[config.mk]
export PLATFORM = sky130hd
export DESIGN_NAME = irl_req_latch
export DESIGN_NICKNAME = d
export VERILOG_FILES = /design/src/rtl/irl_pkg.sv /design/src/rtl/irl_cfg_regs.sv /design/src/rtl/irl_ack_decode.sv /design/src/rtl/irl_line_cell.sv /design/src/rtl/irl_req_latch.sv
export SDC_FILE = /design/constraint.sdc
export NUM_CORES = 1
export LEC_CHECK = 0
export BUFFER_PORTS_ARGS = -buffer_cell sky130_fd_sc_hd__buf_2
export CAP_MARGIN = 20
export CORE_MARGIN = 2
export CORE_UTILIZATION = 48
export DETAILED_ROUTE_END_ITERATION = 8
export PLACE_DENSITY = 0.78
export SLEW_MARGIN = 5
export SYNTH_ARGS = -nofsm -noshare
export SYNTH_HDL_FRONTEND = slang
export SYNTH_SLANG_ARGS = --single-unit
export TNS_END_PERCENT = 30
[constraint.sdc]
create_clock -name clk -period 1.2 [get_ports clk]
set_input_delay 0.24 -clock clk [delete_from_list [all_inputs] [get_ports clk]]
set_output_delay 0.24 -clock clk [all_outputs]
set_load 0.005 [all_outputs]
[src/rtl/irl_pkg.sv]
package irl_pkg;

  localparam int unsigned CODE_W = 2;

  typedef enum logic [CODE_W-1:0] {
    EVT_NONE   = 2'b00,
    EVT_NEW    = 2'b01,
    EVT_COAL   = 2'b10,
    EVT_MASKED = 2'b11
  } evt_code_t;

endpackage

[src/rtl/irl_cfg_regs.sv]
module irl_cfg_regs #(
  parameter int unsigned NUM_LINES = 8,
  parameter logic [NUM_LINES-1:0] WRITE_MASK = 8'hF8
) (
  input  logic                 clk,
  input  logic                 rst,
  input  logic                 mode_we,
  input  logic [NUM_LINES-1:0] mode_wdata,
  input  logic                 mask_we,
  input  logic [NUM_LINES-1:0] mask_wdata,
  output logic [NUM_LINES-1:0] mode_q,
  output logic [NUM_LINES-1:0] mask_q
);

  // Trigger mode: only bits allowed by WRITE_MASK can become level.
  always_ff @(posedge clk) begin
    if (rst) begin
      mode_q <= '0;
    end else if (mode_we) begin
      mode_q <= mode_wdata & WRITE_MASK;
    end
  end

  always_ff @(posedge clk) begin
    if (rst) begin
      mask_q <= '0;
    end else if (mask_we) begin
      mask_q <= mask_wdata;
    end
  end

endmodule

[src/rtl/irl_ack_decode.sv]
module irl_ack_decode #(
  parameter int unsigned NUM_LINES = 8,
  localparam int unsigned IDX_W = (NUM_LINES > 1) ? $clog2(NUM_LINES) : 1
) (
  input  logic                 ack_valid_i,
  input  logic [IDX_W-1:0]     ack_idx_i,
  output logic [NUM_LINES-1:0] ack_vec_o
);

  for (genvar g = 0; g < NUM_LINES; g++) begin : g_dec
    assign ack_vec_o[g] = ack_valid_i && (ack_idx_i == IDX_W'(g));
  end

endmodule

[src/rtl/irl_line_cell.sv]
module irl_line_cell
  import irl_pkg::*;
(
  input  logic      clk,
  input  logic      rst,
  input  logic      line_i,
  input  logic      level_mode_i,
  input  logic      masked_i,
  input  logic      ack_i,
  output logic      req_o,
  output logic      evt_valid_o,
  output evt_code_t evt_code_o
);

  logic prev_q;
  logic req_q;
  logic rise;
  logic held;
  logic req_d;
  evt_code_t code_d;

  assign rise = line_i & ~prev_q;
  // A request counts as already pending only if it is not being consumed now.
  assign held = req_q & ~ack_i;

  always_comb begin
    if (level_mode_i) begin
      req_d = line_i;
    end else begin
      req_d = rise | held;
    end
  end

  always_comb begin
    if (!rise) begin
      code_d = EVT_NONE;
    end else if (masked_i) begin
      code_d = EVT_MASKED;
    end else if (held) begin
      code_d = EVT_COAL;
    end else begin
      code_d = EVT_NEW;
    end
  end

  always_ff @(posedge clk) begin
    if (rst) begin
      prev_q      <= 1'b0;
      req_q       <= 1'b0;
      evt_valid_o <= 1'b0;
      evt_code_o  <= EVT_NONE;
    end else begin
      prev_q      <= line_i;
      req_q       <= req_d;
      evt_valid_o <= rise;
      evt_code_o  <= code_d;
    end
  end

  assign req_o = req_q;

endmodule

[src/rtl/irl_req_latch.sv]
module irl_req_latch
  import irl_pkg::*;
#(
  parameter int unsigned NUM_LINES = 8,
  parameter logic [NUM_LINES-1:0] WRITE_MASK = 8'hF8,
  localparam int unsigned IDX_W = (NUM_LINES > 1) ? $clog2(NUM_LINES) : 1
) (
  input  logic                        clk,
  input  logic                        rst,
  input  logic [NUM_LINES-1:0]        line_i,
  input  logic                        mode_we,
  input  logic [NUM_LINES-1:0]        mode_wdata,
  input  logic                        mask_we,
  input  logic [NUM_LINES-1:0]        mask_wdata,
  input  logic                        ack_valid_i,
  input  logic [IDX_W-1:0]            ack_idx_i,
  output logic [NUM_LINES-1:0]        req_o,
  output logic [NUM_LINES-1:0]        mode_o,
  output logic [NUM_LINES-1:0]        mask_o,
  output logic [NUM_LINES-1:0]        evt_valid_o,
  output logic [CODE_W*NUM_LINES-1:0] evt_code_o
);

  logic [NUM_LINES-1:0] mode_q;
  logic [NUM_LINES-1:0] mask_q;
  logic [NUM_LINES-1:0] ack_vec;

  irl_cfg_regs #(
    .NUM_LINES (NUM_LINES),
    .WRITE_MASK(WRITE_MASK)
  ) u_cfg (
    .clk       (clk),
    .rst       (rst),
    .mode_we   (mode_we),
    .mode_wdata(mode_wdata),
    .mask_we   (mask_we),
    .mask_wdata(mask_wdata),
    .mode_q    (mode_q),
    .mask_q    (mask_q)
  );

  irl_ack_decode #(
    .NUM_LINES(NUM_LINES)
  ) u_ack (
    .ack_valid_i(ack_valid_i),
    .ack_idx_i  (ack_idx_i),
    .ack_vec_o  (ack_vec)
  );

  for (genvar g = 0; g < NUM_LINES; g++) begin : g_line
    evt_code_t code_w;

    irl_line_cell u_cell (
      .clk         (clk),
      .rst         (rst),
      .line_i      (line_i[g]),
      .level_mode_i(mode_q[g]),
      .masked_i    (mask_q[g]),
      .ack_i       (ack_vec[g]),
      .req_o       (req_o[g]),
      .evt_valid_o (evt_valid_o[g]),
      .evt_code_o  (code_w)
    );

    assign evt_code_o[CODE_W*g +: CODE_W] = code_w;
  end

  assign mode_o = mode_q;
  assign mask_o = mask_q;

endmodule

==> flow_summary.yaml <==
timing:
  maxSlewViolCount: 0
  setup_violations: 0
  hold_violations: 0
  fmax_mhz: 915.7
  skew_ps: 5.302
  layout_min_cycle_time_ps: 1092
  grt_setup_unrepaired: "no"
  min_period_over_period_pct: 91.01
  holdWs_ps: 168.2
die:
  core_area_um2: 4354
  io_pins: 80
  rows: 24
  die_w_um: 71.06
  die_y_um: 71.06
  fp.dieArea_um2: 5049
  initial_core_util_pct: 49.57
final_layout:
  fin_util_pct: 56.87
  syn2layout_area_growth_pct: 14.72
  finish.net_count: 297
  seqCellArea_um2: 1061
  n_antenna_cell: 0
  n_fill_cell: 406
  drive_above_1_share_pct: 36.60
  multi_input_area_um2: 755.7
global_route:
  grtUsageTotal_pct: 16.53
  grt_pass1_vias: 1441
  grt_max_degree: 17
  grt_overflow_total: 0
  antenna_found_initial: 0
  grt_pass1_wl_mm: 6.596
routing:
  drtIter0Drc: 51
  antenna_left: 0
  wire_per_inst_um: 12.58
  vias_per_cell: 4.883
  highest_layer: "met4"
  routed_wl_mm: 3.987
  dr_wl_met3_um: 283
  vias: 1548
  m1WireLength_mm: 1.744
  wl_met2_mm: 1.906
  remaining_drc_errors: 0
  drtPass1Iterations: 4
critical_path:
  rr_startpoint: "g_line[0].u_cell.prev_q$_SDFF_PP0_"
  start_kind: "flip-flop"
  crit-reg2reg-capture: "g_line[0].u_cell.evt_code_o[1]$_SDFF_PP0_"
  crit_fanout: 5
  cp_cell_sequence: "buf_2"
  endpoint: "mask_o[4]"
  startpoint: "u_cfg.mask_q[4]$_SDFFE_PP0P_"
  critPathKind: "flip-flop to output port"
  path_depth: 1
  crit_path_max_incr_delay_ps: 410
  crit_arrival_ps: 850
  r2r_cells: 2
  crit_family: "flip-flops"
  crit_buf_inv: 1
  timing.reg2reg.setup_slack_ps: 140
  crit_required_ps: 960
  cpMaxStageDelayCell: "dfxtp_1"
  end_kind: "output port"
logic_synthesis:
  syn_area_um2: 2158
  yosysTopAreaCellShare_pct: 49.16
  yosys_warnings: 0
  ys_ff_latch: 53
  synth.avg_cell_area_um2: 10.09
  yosysSeqAreaShare_pct: 49.16
  synthCells: 214
  synth_cell_type_count: 34
  synth_area_leader_cell: "dfxtp_1"
  ys_top_cells_by_area: "dfxtp_1 (49%), buf_4 (11%), mux2i_1 (6.0%)"
clock_tree:
  max-clock-path-buffers: 2
  clk_latency_ps: 300
  cts.repair.resized: 0
  cts_root_buf: "clkbuf_8"
  cts_tree: "built"
  cts_setup_buffers: 0
  cts.clk_slew.worst_paths_ps: 90
  cts.sinks: 53
  hold_buffers: 0
  htree_num_levels: 2
  numCtsBuffers: 5
power_and_ir_drop:
  ir_drop_mv: 0.6496
  power_frac_clock_pct: 29.7
  seqPwrFrac_pct: 58.0
  p_comb_share_pct: 12.4
  p_leak_nw: 1.248
  power_mw: 3.333
  p_sw_mw: 0.7849
  powerDensity_nw_per_um2: 1346
  switching_share_pct: 23.55
  intPower_mw: 2.548
place:
  dpl.hpwl_mm: 3.043
  portBuffers: 73
  place.gp.congestion: 0.7314
job:
  max-cap-violations: 0
outcome:
  outcome: "completed"
min_path:
  hp-class: "input port to flip-flop"
==> cells in the mapped netlist (all sizes together) <==
cell type	number
o21ai	1
o211a	1
a21boi	1
and4bb	1
clkbuf	4
a32o	6
a311oi	2
nor3b	5
conb	1
nor2b	9
nand2b	7
a31oi	6
o21ba	1
o22ai	1
dfxtp	53
and4b	2
buf	37
or2	1
inv	18
nand4	1
and3b	1
nand4b	3
nand4bb	2
nor2	23
or4b	1
a211oi	5
mux2i	13
or3b	8
==> layout by cell type, fill, tap and decap left out, types with 6 or more instances in the layout <==
cell      instances
a31oi_1           6
inv_1            18
or3b_1            7
buf_2            73
buf_4            10
clkbuf_8          6
nor2b_1           9
mux2i_1          13
nand2b_1          7
dfxtp_1          53
nor2_1           23
==> layout make-up <==
cell class / instances / share of cell area [%]
tap: 52 / 2.628
inverter: 18 / 2.729
sequential: 53 / 42.85
clock buffer: 7 / 3.487
timing repair buffer: 83 / 17.79
multi-input combinational: 104 / 30.52
==> per-stage QoR <==
step / setup WS [ps] / instances / setup TNS (ps) / cell area [µm²]
after floorplan: 65.11 / 216 / 0 / 2166
after global placement: -56.52 / 310 / -84.98 / 2390
after CTS: 90.49 / 317 / 0 / 2476
final: 107.9 / 317 / 0 / 2476
after global routing: 56.28 / 317 / 0 / 2476
after detailed placement: -66.79 / 310 / -212.8 / 2390
==> worst min-delay path by stage <==
stage	from	endpoint	slack, ps	cells after the start
2_1_floorplan	line_i[6]	g_line[6].u_cell.prev_q$_SDFF_PP0_	360	2
3_3_place_gp	g_line[7].u_cell.prev_q$_SDFF_PP0_	g_line[7].u_cell.evt_valid_o$_SDFF_PP0_	440	1
3_5_place_dp	g_line[7].u_cell.prev_q$_SDFF_PP0_	g_line[7].u_cell.evt_valid_o$_SDFF_PP0_	440	1
4_1_cts	line_i[6]	g_line[6].u_cell.prev_q$_SDFF_PP0_	160	3
5_1_grt	line_i[4]	g_line[4].u_cell.prev_q$_SDFF_PP0_	180	2
6_report	line_i[6]	g_line[6].u_cell.prev_q$_SDFF_PP0_	170	3
==> registers in the layout, summed over array words and instances, names as in the netlist <==
name	cells
g_line.u_cell.evt_code_o	16
g_line.u_cell.req_o	8
u_cfg.mode_q	5
g_line.u_cell.evt_valid_o	8
u_cfg.mask_q	8
g_line.u_cell.prev_q	8
==> per-layer routing <==
metal	up-vias	track usage (%)
li1	789	-
met1	700	19.53
met2	52	28.45
met3	7	5.556
met4	0	5.031
met5	-	0
==> kinds of logic after synthesis <==
logic type      count (synthesis)  share of synthesized area, %
compound gates                 24                         9.218
buf+inv                        59                         16.17
flops                          53                         49.16
mux                            13                         6.029
other cells                     1                        0.1737
simple gates                   64                         19.25
==> power by group through the flow <==
stage | logic (mW) | registers [mW] | clock network [mW]
global route | 0.465 | 1.95 | 1.06
CTS | 0.419 | 1.93 | 1.01
finish | 0.412 | 1.93 | 0.989
floorplan | 0.313 | 1.97 | 0
global placement | 0.406 | 1.97 | 0
detailed placement | 0.418 | 1.97 | 0
No activity file was read; power rests on OpenSTA's default activity.
